==> src/rtl/ctl_stream_pkg.sv <==
package ctl_stream_pkg;
  localparam int unsigned BYTE_W  = 8;
  localparam int unsigned CH_FAS  = 16;
  localparam int unsigned CH_NFAS = 17;
  localparam int unsigned CH_MSW  = 18;
  localparam int unsigned CH_PHS  = 19;
  localparam int unsigned CH_CRC  = 20;
  localparam int unsigned CH_MSW2 = 21;
  typedef logic [BYTE_W-1:0] chan_t;
endpackage

==> src/rtl/csa_capture.sv <==
module csa_capture
  import ctl_stream_pkg::*;
#(
  parameter int unsigned MF_LEN = 16,
  parameter int unsigned SI_A   = 13,
  parameter int unsigned SI_B   = 15,
  parameter int unsigned FW     = $clog2(MF_LEN)
) (
  input  logic                         clk,
  input  logic                         rst,
  input  logic                         sig_vld,
  input  logic [FW-1:0]                sig_frm,
  input  chan_t                        sig_byte,
  input  logic                         aln_vld,
  input  logic [FW-1:0]                aln_frm,
  input  chan_t                        aln_byte,
  output logic [MF_LEN-1:0][BYTE_W-1:0] sig_tab,
  output chan_t                        even_q,
  output chan_t                        odd_q,
  output logic                         si_a_q,
  output logic                         si_b_q
);
  // one register per multiframe position
  for (genvar f = 0; f < MF_LEN; f++) begin : g_pos
    chan_t q;
    always_ff @(posedge clk) begin
      if (rst) q <= '1;
      else if (sig_vld && sig_frm == FW'(f)) q <= sig_byte;
    end
    assign sig_tab[f] = q;
  end

  always_ff @(posedge clk) begin
    if (rst) begin
      even_q <= '1;
      odd_q  <= '1;
      si_a_q <= 1'b1;
      si_b_q <= 1'b1;
    end else if (aln_vld) begin
      if (aln_frm[0]) odd_q <= aln_byte;
      else            even_q <= aln_byte;
      if (aln_frm == FW'(SI_A)) si_a_q <= aln_byte[BYTE_W-1];
      if (aln_frm == FW'(SI_B)) si_b_q <= aln_byte[BYTE_W-1];
    end
  end
endmodule

==> src/rtl/csa_crc_cnt.sv <==
module csa_crc_cnt #(
  parameter int unsigned W = 8
) (
  input  logic         clk,
  input  logic         rst,
  input  logic         err_i,
  input  logic         maint_i,
  input  logic         tick_i,
  output logic [W-1:0] cnt_o
);
  always_ff @(posedge clk) begin
    if (rst)                   cnt_o <= '0;
    else if (maint_i && tick_i) cnt_o <= W'(err_i);
    else if (err_i)            cnt_o <= cnt_o + 1'b1;
  end
endmodule

==> src/rtl/csa_err_tgl.sv <==
module csa_err_tgl #(
  parameter int unsigned DIV = 16,
  parameter int unsigned CW  = $clog2(DIV)
) (
  input  logic clk,
  input  logic rst,
  input  logic ev_i,
  output logic flag_o
);
  logic [CW-1:0] cnt;

  always_ff @(posedge clk) begin
    if (rst) begin
      cnt    <= '0;
      flag_o <= 1'b0;
    end else if (ev_i) begin
      if (cnt == CW'(DIV - 1)) begin
        cnt    <= '0;
        flag_o <= ~flag_o;
      end else begin
        cnt <= cnt + 1'b1;
      end
    end
  end
endmodule

==> src/rtl/csa_serializer.sv <==
module csa_serializer #(
  parameter int unsigned N_CH = 32,
  parameter int unsigned W    = 8,
  parameter int unsigned CHW  = $clog2(N_CH),
  parameter int unsigned BW   = $clog2(W)
) (
  input  logic                    clk,
  input  logic                    rst,
  input  logic                    load_i,
  input  logic [N_CH-1:0][W-1:0]  live_i,
  input  logic [CHW-1:0]          rd_ch_i,
  input  logic [BW-1:0]           rd_bit_i,
  output logic                    so_o
);
  logic [W-1:0] shadow [N_CH];

  always_ff @(posedge clk) begin
    if (rst) begin
      for (int unsigned c = 0; c < N_CH; c++) shadow[c] <= '1;
      so_o <= 1'b1;
    end else if (load_i) begin
      for (int unsigned c = 0; c < N_CH; c++) shadow[c] <= live_i[c];
      so_o <= live_i[0][W-1];
    end else begin
      so_o <= shadow[rd_ch_i][rd_bit_i];
    end
  end
endmodule

==> src/rtl/ctl_stream_asm.sv <==
module ctl_stream_asm
  import ctl_stream_pkg::*;
#(
  parameter int unsigned N_CH    = 32,
  parameter int unsigned MF_LEN  = 16,
  parameter int unsigned ERR_DIV = 16,
  parameter int unsigned SI_A    = 13,
  parameter int unsigned SI_B    = 15
) (
  input  logic                      clk,
  input  logic                      rst,
  input  logic                      fp_i,
  input  logic                      sig_vld_i,
  input  logic [$clog2(MF_LEN)-1:0] sig_frm_i,
  input  logic [BYTE_W-1:0]         sig_byte_i,
  input  logic                      aln_vld_i,
  input  logic [$clog2(MF_LEN)-1:0] aln_frm_i,
  input  logic [BYTE_W-1:0]         aln_byte_i,
  input  logic [BYTE_W-2:0]         stat_i,
  input  logic                      fae_i,
  input  logic [BYTE_W:0]           phase_i,
  input  logic                      crc_sync_i,
  input  logic                      crc_rfr_i,
  input  logic                      crc_err_i,
  input  logic                      maint_i,
  input  logic                      sec_tick_i,
  output logic                      ctl_so_o
);
  localparam int unsigned W     = BYTE_W;
  localparam int unsigned FW    = $clog2(MF_LEN);
  localparam int unsigned BW    = $clog2(W);
  localparam int unsigned CHW   = $clog2(N_CH);
  localparam int unsigned POS_W = $clog2(N_CH * W);

  logic [MF_LEN-1:0][W-1:0] sig_tab;
  chan_t                    even_q, odd_q;
  logic                     si_a, si_b;
  logic [W-1:0]             crc_cnt;
  logic                     err_flag;
  logic [POS_W-1:0]         bit_pos;
  logic [N_CH-1:0][W-1:0]   live;

  csa_capture #(.MF_LEN(MF_LEN), .SI_A(SI_A), .SI_B(SI_B), .FW(FW)) u_cap (
    .clk(clk), .rst(rst),
    .sig_vld(sig_vld_i), .sig_frm(sig_frm_i), .sig_byte(sig_byte_i),
    .aln_vld(aln_vld_i), .aln_frm(aln_frm_i), .aln_byte(aln_byte_i),
    .sig_tab(sig_tab), .even_q(even_q), .odd_q(odd_q),
    .si_a_q(si_a), .si_b_q(si_b)
  );

  csa_crc_cnt #(.W(W)) u_crc (
    .clk(clk), .rst(rst), .err_i(crc_err_i), .maint_i(maint_i),
    .tick_i(sec_tick_i), .cnt_o(crc_cnt)
  );

  csa_err_tgl #(.DIV(ERR_DIV)) u_err (
    .clk(clk), .rst(rst), .ev_i(fae_i), .flag_o(err_flag)
  );

  // bit sequencer: index of the next bit to present
  always_ff @(posedge clk) begin
    if (rst)       bit_pos <= '0;
    else if (fp_i) bit_pos <= POS_W'(1);
    else           bit_pos <= bit_pos + 1'b1;
  end

  // channel map; unlisted channels stay all ones
  always_comb begin
    live = '1;
    for (int unsigned f = 0; f < MF_LEN; f++) live[f] = sig_tab[f];
    live[CH_FAS]  = even_q;
    live[CH_NFAS] = odd_q;
    live[CH_MSW]  = {stat_i, err_flag};
    live[CH_PHS]  = phase_i[W-1:0];
    live[CH_CRC]  = crc_cnt;
    live[CH_MSW2] = {si_a, si_b, crc_rfr_i, crc_sync_i, 3'b111, phase_i[W]};
  end

  csa_serializer #(.N_CH(N_CH), .W(W), .CHW(CHW), .BW(BW)) u_ser (
    .clk(clk), .rst(rst), .load_i(fp_i), .live_i(live),
    .rd_ch_i(bit_pos[POS_W-1:BW]), .rd_bit_i(~bit_pos[BW-1:0]),
    .so_o(ctl_so_o)
  );
endmodule

==> config.mk <==
export PLATFORM = sky130hd
export DESIGN_NAME = ctl_stream_asm
export DESIGN_NICKNAME = d
export VERILOG_FILES = /design/src/rtl/ctl_stream_pkg.sv /design/src/rtl/csa_capture.sv /design/src/rtl/csa_crc_cnt.sv /design/src/rtl/csa_err_tgl.sv /design/src/rtl/csa_serializer.sv /design/src/rtl/ctl_stream_asm.sv
export SDC_FILE = /design/constraint.sdc
export NUM_CORES = 1
export LEC_CHECK = 0
export BUFFER_PORTS_ARGS = -buffer_cell sky130_fd_sc_hd__buf_2
export CORE_ASPECT_RATIO = 2
export CORE_UTILIZATION = 45
export CTS_BUF_LIST = sky130_fd_sc_hd__clkbuf_2 sky130_fd_sc_hd__clkbuf_4 sky130_fd_sc_hd__clkbuf_8
export CTS_CLUSTER_SIZE = 20
export DETAILED_ROUTE_END_ITERATION = 8
export MAX_ROUTING_LAYER = met4
export PLACE_DENSITY = 0.58
export SKIP_CTS_REPAIR_TIMING = 1
export SLEW_MARGIN = 20
export SYNTH_ARGS = -nofsm -noshare
export SYNTH_HDL_FRONTEND = slang
export SYNTH_HIERARCHICAL = 1
export SYNTH_SLANG_ARGS = --single-unit
==> constraint.sdc <==
create_clock -name clk -period 8.7 [get_ports clk]
set_clock_uncertainty 0.1 [all_clocks]
set_input_delay 2.175 -clock clk [delete_from_list [all_inputs] [get_ports clk]]
set_output_delay 2.175 -clock clk [all_outputs]
set_load 0.01 [all_outputs]
==> impl_metrics.tcl <==
set metrics [dict create \
    die_x_um 144 \
    yosys.area.top_type "edfxtp_1" \
    place_congestion 0.843 \
    met3_length_mm 1.35 \
    htree_levels 2 \
    ys_warn_count 6 \
    overflow 0 \
    fmax_mhz 252 \
    worstPathMaxFanout 166 \
    syn2layout_area_growth_pct 11.6 \
    rr_endpoint "u_ser/so_o" \
    rr_startpoint "bit_pos[4]" \
    wirelength_mm 44.9 \
    clock_latency_ns 0.63 \
    drv_slew 0 \
    cts_tree "done" \
    r2r_cells 8 \
    synth_edf_count 256 \
    ctsRootBufferMaster "clkbuf_8" \
    final_nets 1573 \
    hp-start "u_cap/g_pos[1].q[3]" \
    grt_usage 0.235 \
    period_needed_ns 3.97 \
    wl_per_cell_um 21.5 \
    synth-main-ff-cell "edfxtp_1" \
    place_ws_ns 4.09 \
    wl_met1_mm 16.5 \
    synthesis.area_mm2 0.0180 \
    synth_cell_types 63 \
    totalPowerFinal_w 0.00405 \
    ir_drop_mv 0.0952 \
    grt_first_pass_wirelength_mm 68.0 \
    ioPinCount 52 \
    crit_end "u_ser/shadow[17][3]" \
    vias_per_cell 5.37 \
    setup_ws_ns 4.73 \
    die_area_mm2 0.0409 \
    power.density_mw_per_mm2 201 \
    fill_cells 3555 \
    firstDrtPassIters 6 \
    cts.sinks 424 \
    fin_tns_setup_ns 0 \
    place_inst 1984 \
    port_buffers 51 \
    reg2reg_slack_ns 5.08 \
    async_flop_share 0 \
    synth.area.top_cells "edfxtp_1 43%, dfxtp_1 19%, a211o_1 6.7%" \
    cts_buffer_depth 3 \
    max_cap_viol_count 0 \
    ant_nets 0 \
    worst_slew_pin_slew_ns 1.09 \
    leakage_nw 6.41 \
    crit_required_ns 8.84 \
    grt_max_degree 167 \
    hpwl_mm 29.4 \
    start_util 0.457 \
    synth_cells 1407 \
    die_y_um 285 \
    hp-class "reg -> reg" \
    period_share 0.456 \
    slew_headroom 0.275 \
    cts_buffers 58 \
    drc 0 \
    crit_type "in -> reg" \
    final_cell_mix "256 x edfxtp_1, 166 x dfxtp_1, 150 x nor2_1" \
    grt_pass1_vias 11300 \
    final_common_cell "edfxtp_1" \
    antenna_found_initial 1 \
    outcome "finished, final reports clean" \
    core.rowCount 103 \
    drt_iter0_markers 806 \
    critPathCaptureType "flop" \
    top_layer "met4" \
    worstPathArrival_ns 4.11 \
    ys_seq_elements 424 \
    rsz0062_at_grt "no" \
    setup_viol 0 \
    avgSynthCellArea_um2 12.8 \
    synth_top_area_frac 0.426 \
    critPathLaunch "rst" \
    vias 11200 \
    hold_viol_final 0 \
    met2_length_mm 24.9 \
    fin_cells 2094 \
    drive_above_1_share 0.223 \
    core-area_mm2 0.0394 \
    start_kind "primary input" \
    ys_seq_area_frac 0.613 \
    clkSlewWorstSetupHoldPaths_ns 0.07 \
]
==> per-stage QoR <==
stage | utilization | cell area (um^2) | hold slack (ns)
after floorplan | - | 18300 | 0.326
after global placement | 0.479 | 18900 | 0.333
after detailed placement | 0.479 | 18900 | 0.340
after CTS | 0.511 | 20100 | 0.356
after global routing | 0.511 | 20100 | 0.369
final | 0.511 | 20100 | 0.353
==> worst min path at each step <==
stage          slack (ns)                   to  depth (start not counted)
2_1_floorplan        0.33       u_cap/odd_q[0]                          1
5_1_grt              0.37  u_cap/g_pos[2].q[6]                          1
6_report             0.35  u_cap/g_pos[1].q[3]                          1
3_3_place_gp         0.33  u_cap/g_pos[5].q[1]                          1
4_1_cts              0.36  u_cap/g_pos[1].q[3]                          1
3_5_place_dp         0.34  u_cap/g_pos[1].q[3]                          1
==> critical path, stage by stage <==
cell and delay, ns:
buf_6 0.34, or2_4 0.70, buf_12 0.73
==> state kept, by name (all words and copies together), names as in the netlist <==
name and count:
u_cap/odd_q 8, u_ser/shadow 256, u_crc/cnt_o 8, u_cap/si_b_q 1
u_err/cnt 4, u_cap/g_pos.q 128, u_ser/so_o 1, u_cap/si_a_q 1
bit_pos 8, u_err/flag_o 1, u_cap/even_q 8
==> layout make-up <==
cell class	instances	area (um^2)	area share
diodes	1	2.50	0.000124
multi-input cells	962	6770	0.336
inverters	8	30.0	0.00149
flip-flops and latches	424	11100	0.549
well taps	525	657	0.0326
clock inverters	14	123	0.00609
repair buffers	65	379	0.0188
clock buffers	95	1120	0.0556
==> Yosys cell counts (all sizes together) (10+ instances only) <==
cell type    n
nand3       23
a22oi       17
edfxtp     256
nand2       47
nor2b       11
buf         37
mux4        49
mux2i       35
dfxtp      168
a211o      137
a21oi       15
nand3b      27
nand2b     148
nor2       150
clkbuf      58
or2        118
and3        10
==> cells by family (layout without fill, tap and decap cells) <==
kind of cell / after synthesis / in the layout / share of synthesized area
simple gates: 574 / 574 / 0.176
flops: 424 / 424 / 0.613
fa+ha+maj: 3 / 3 / 0.00208
other cells: 1 / 84 / 0.000208
compound gates: 207 / 207 / 0.0928
mux: 86 / 86 / 0.0825
buf+inv: 103 / 182 / 0.0297
xor+xnor: 9 / 9 / 0.00437
==> layer usage <==
metal,GRT usage,up-vias
met5,-,-
met4,0.114,0
met3,0.0265,113
met2,0.430,255
met1,0.244,5578
li1,-,5299
==> report_power, final <==
part	internal (W)	switching, W
Clock	0.000874	0.000738
Sequential	0.00220	0.0000243
Combinational	0.0000781	0.000136
Total	0.00316	0.000899
No activity file was read; power rests on OpenSTA's default activity.
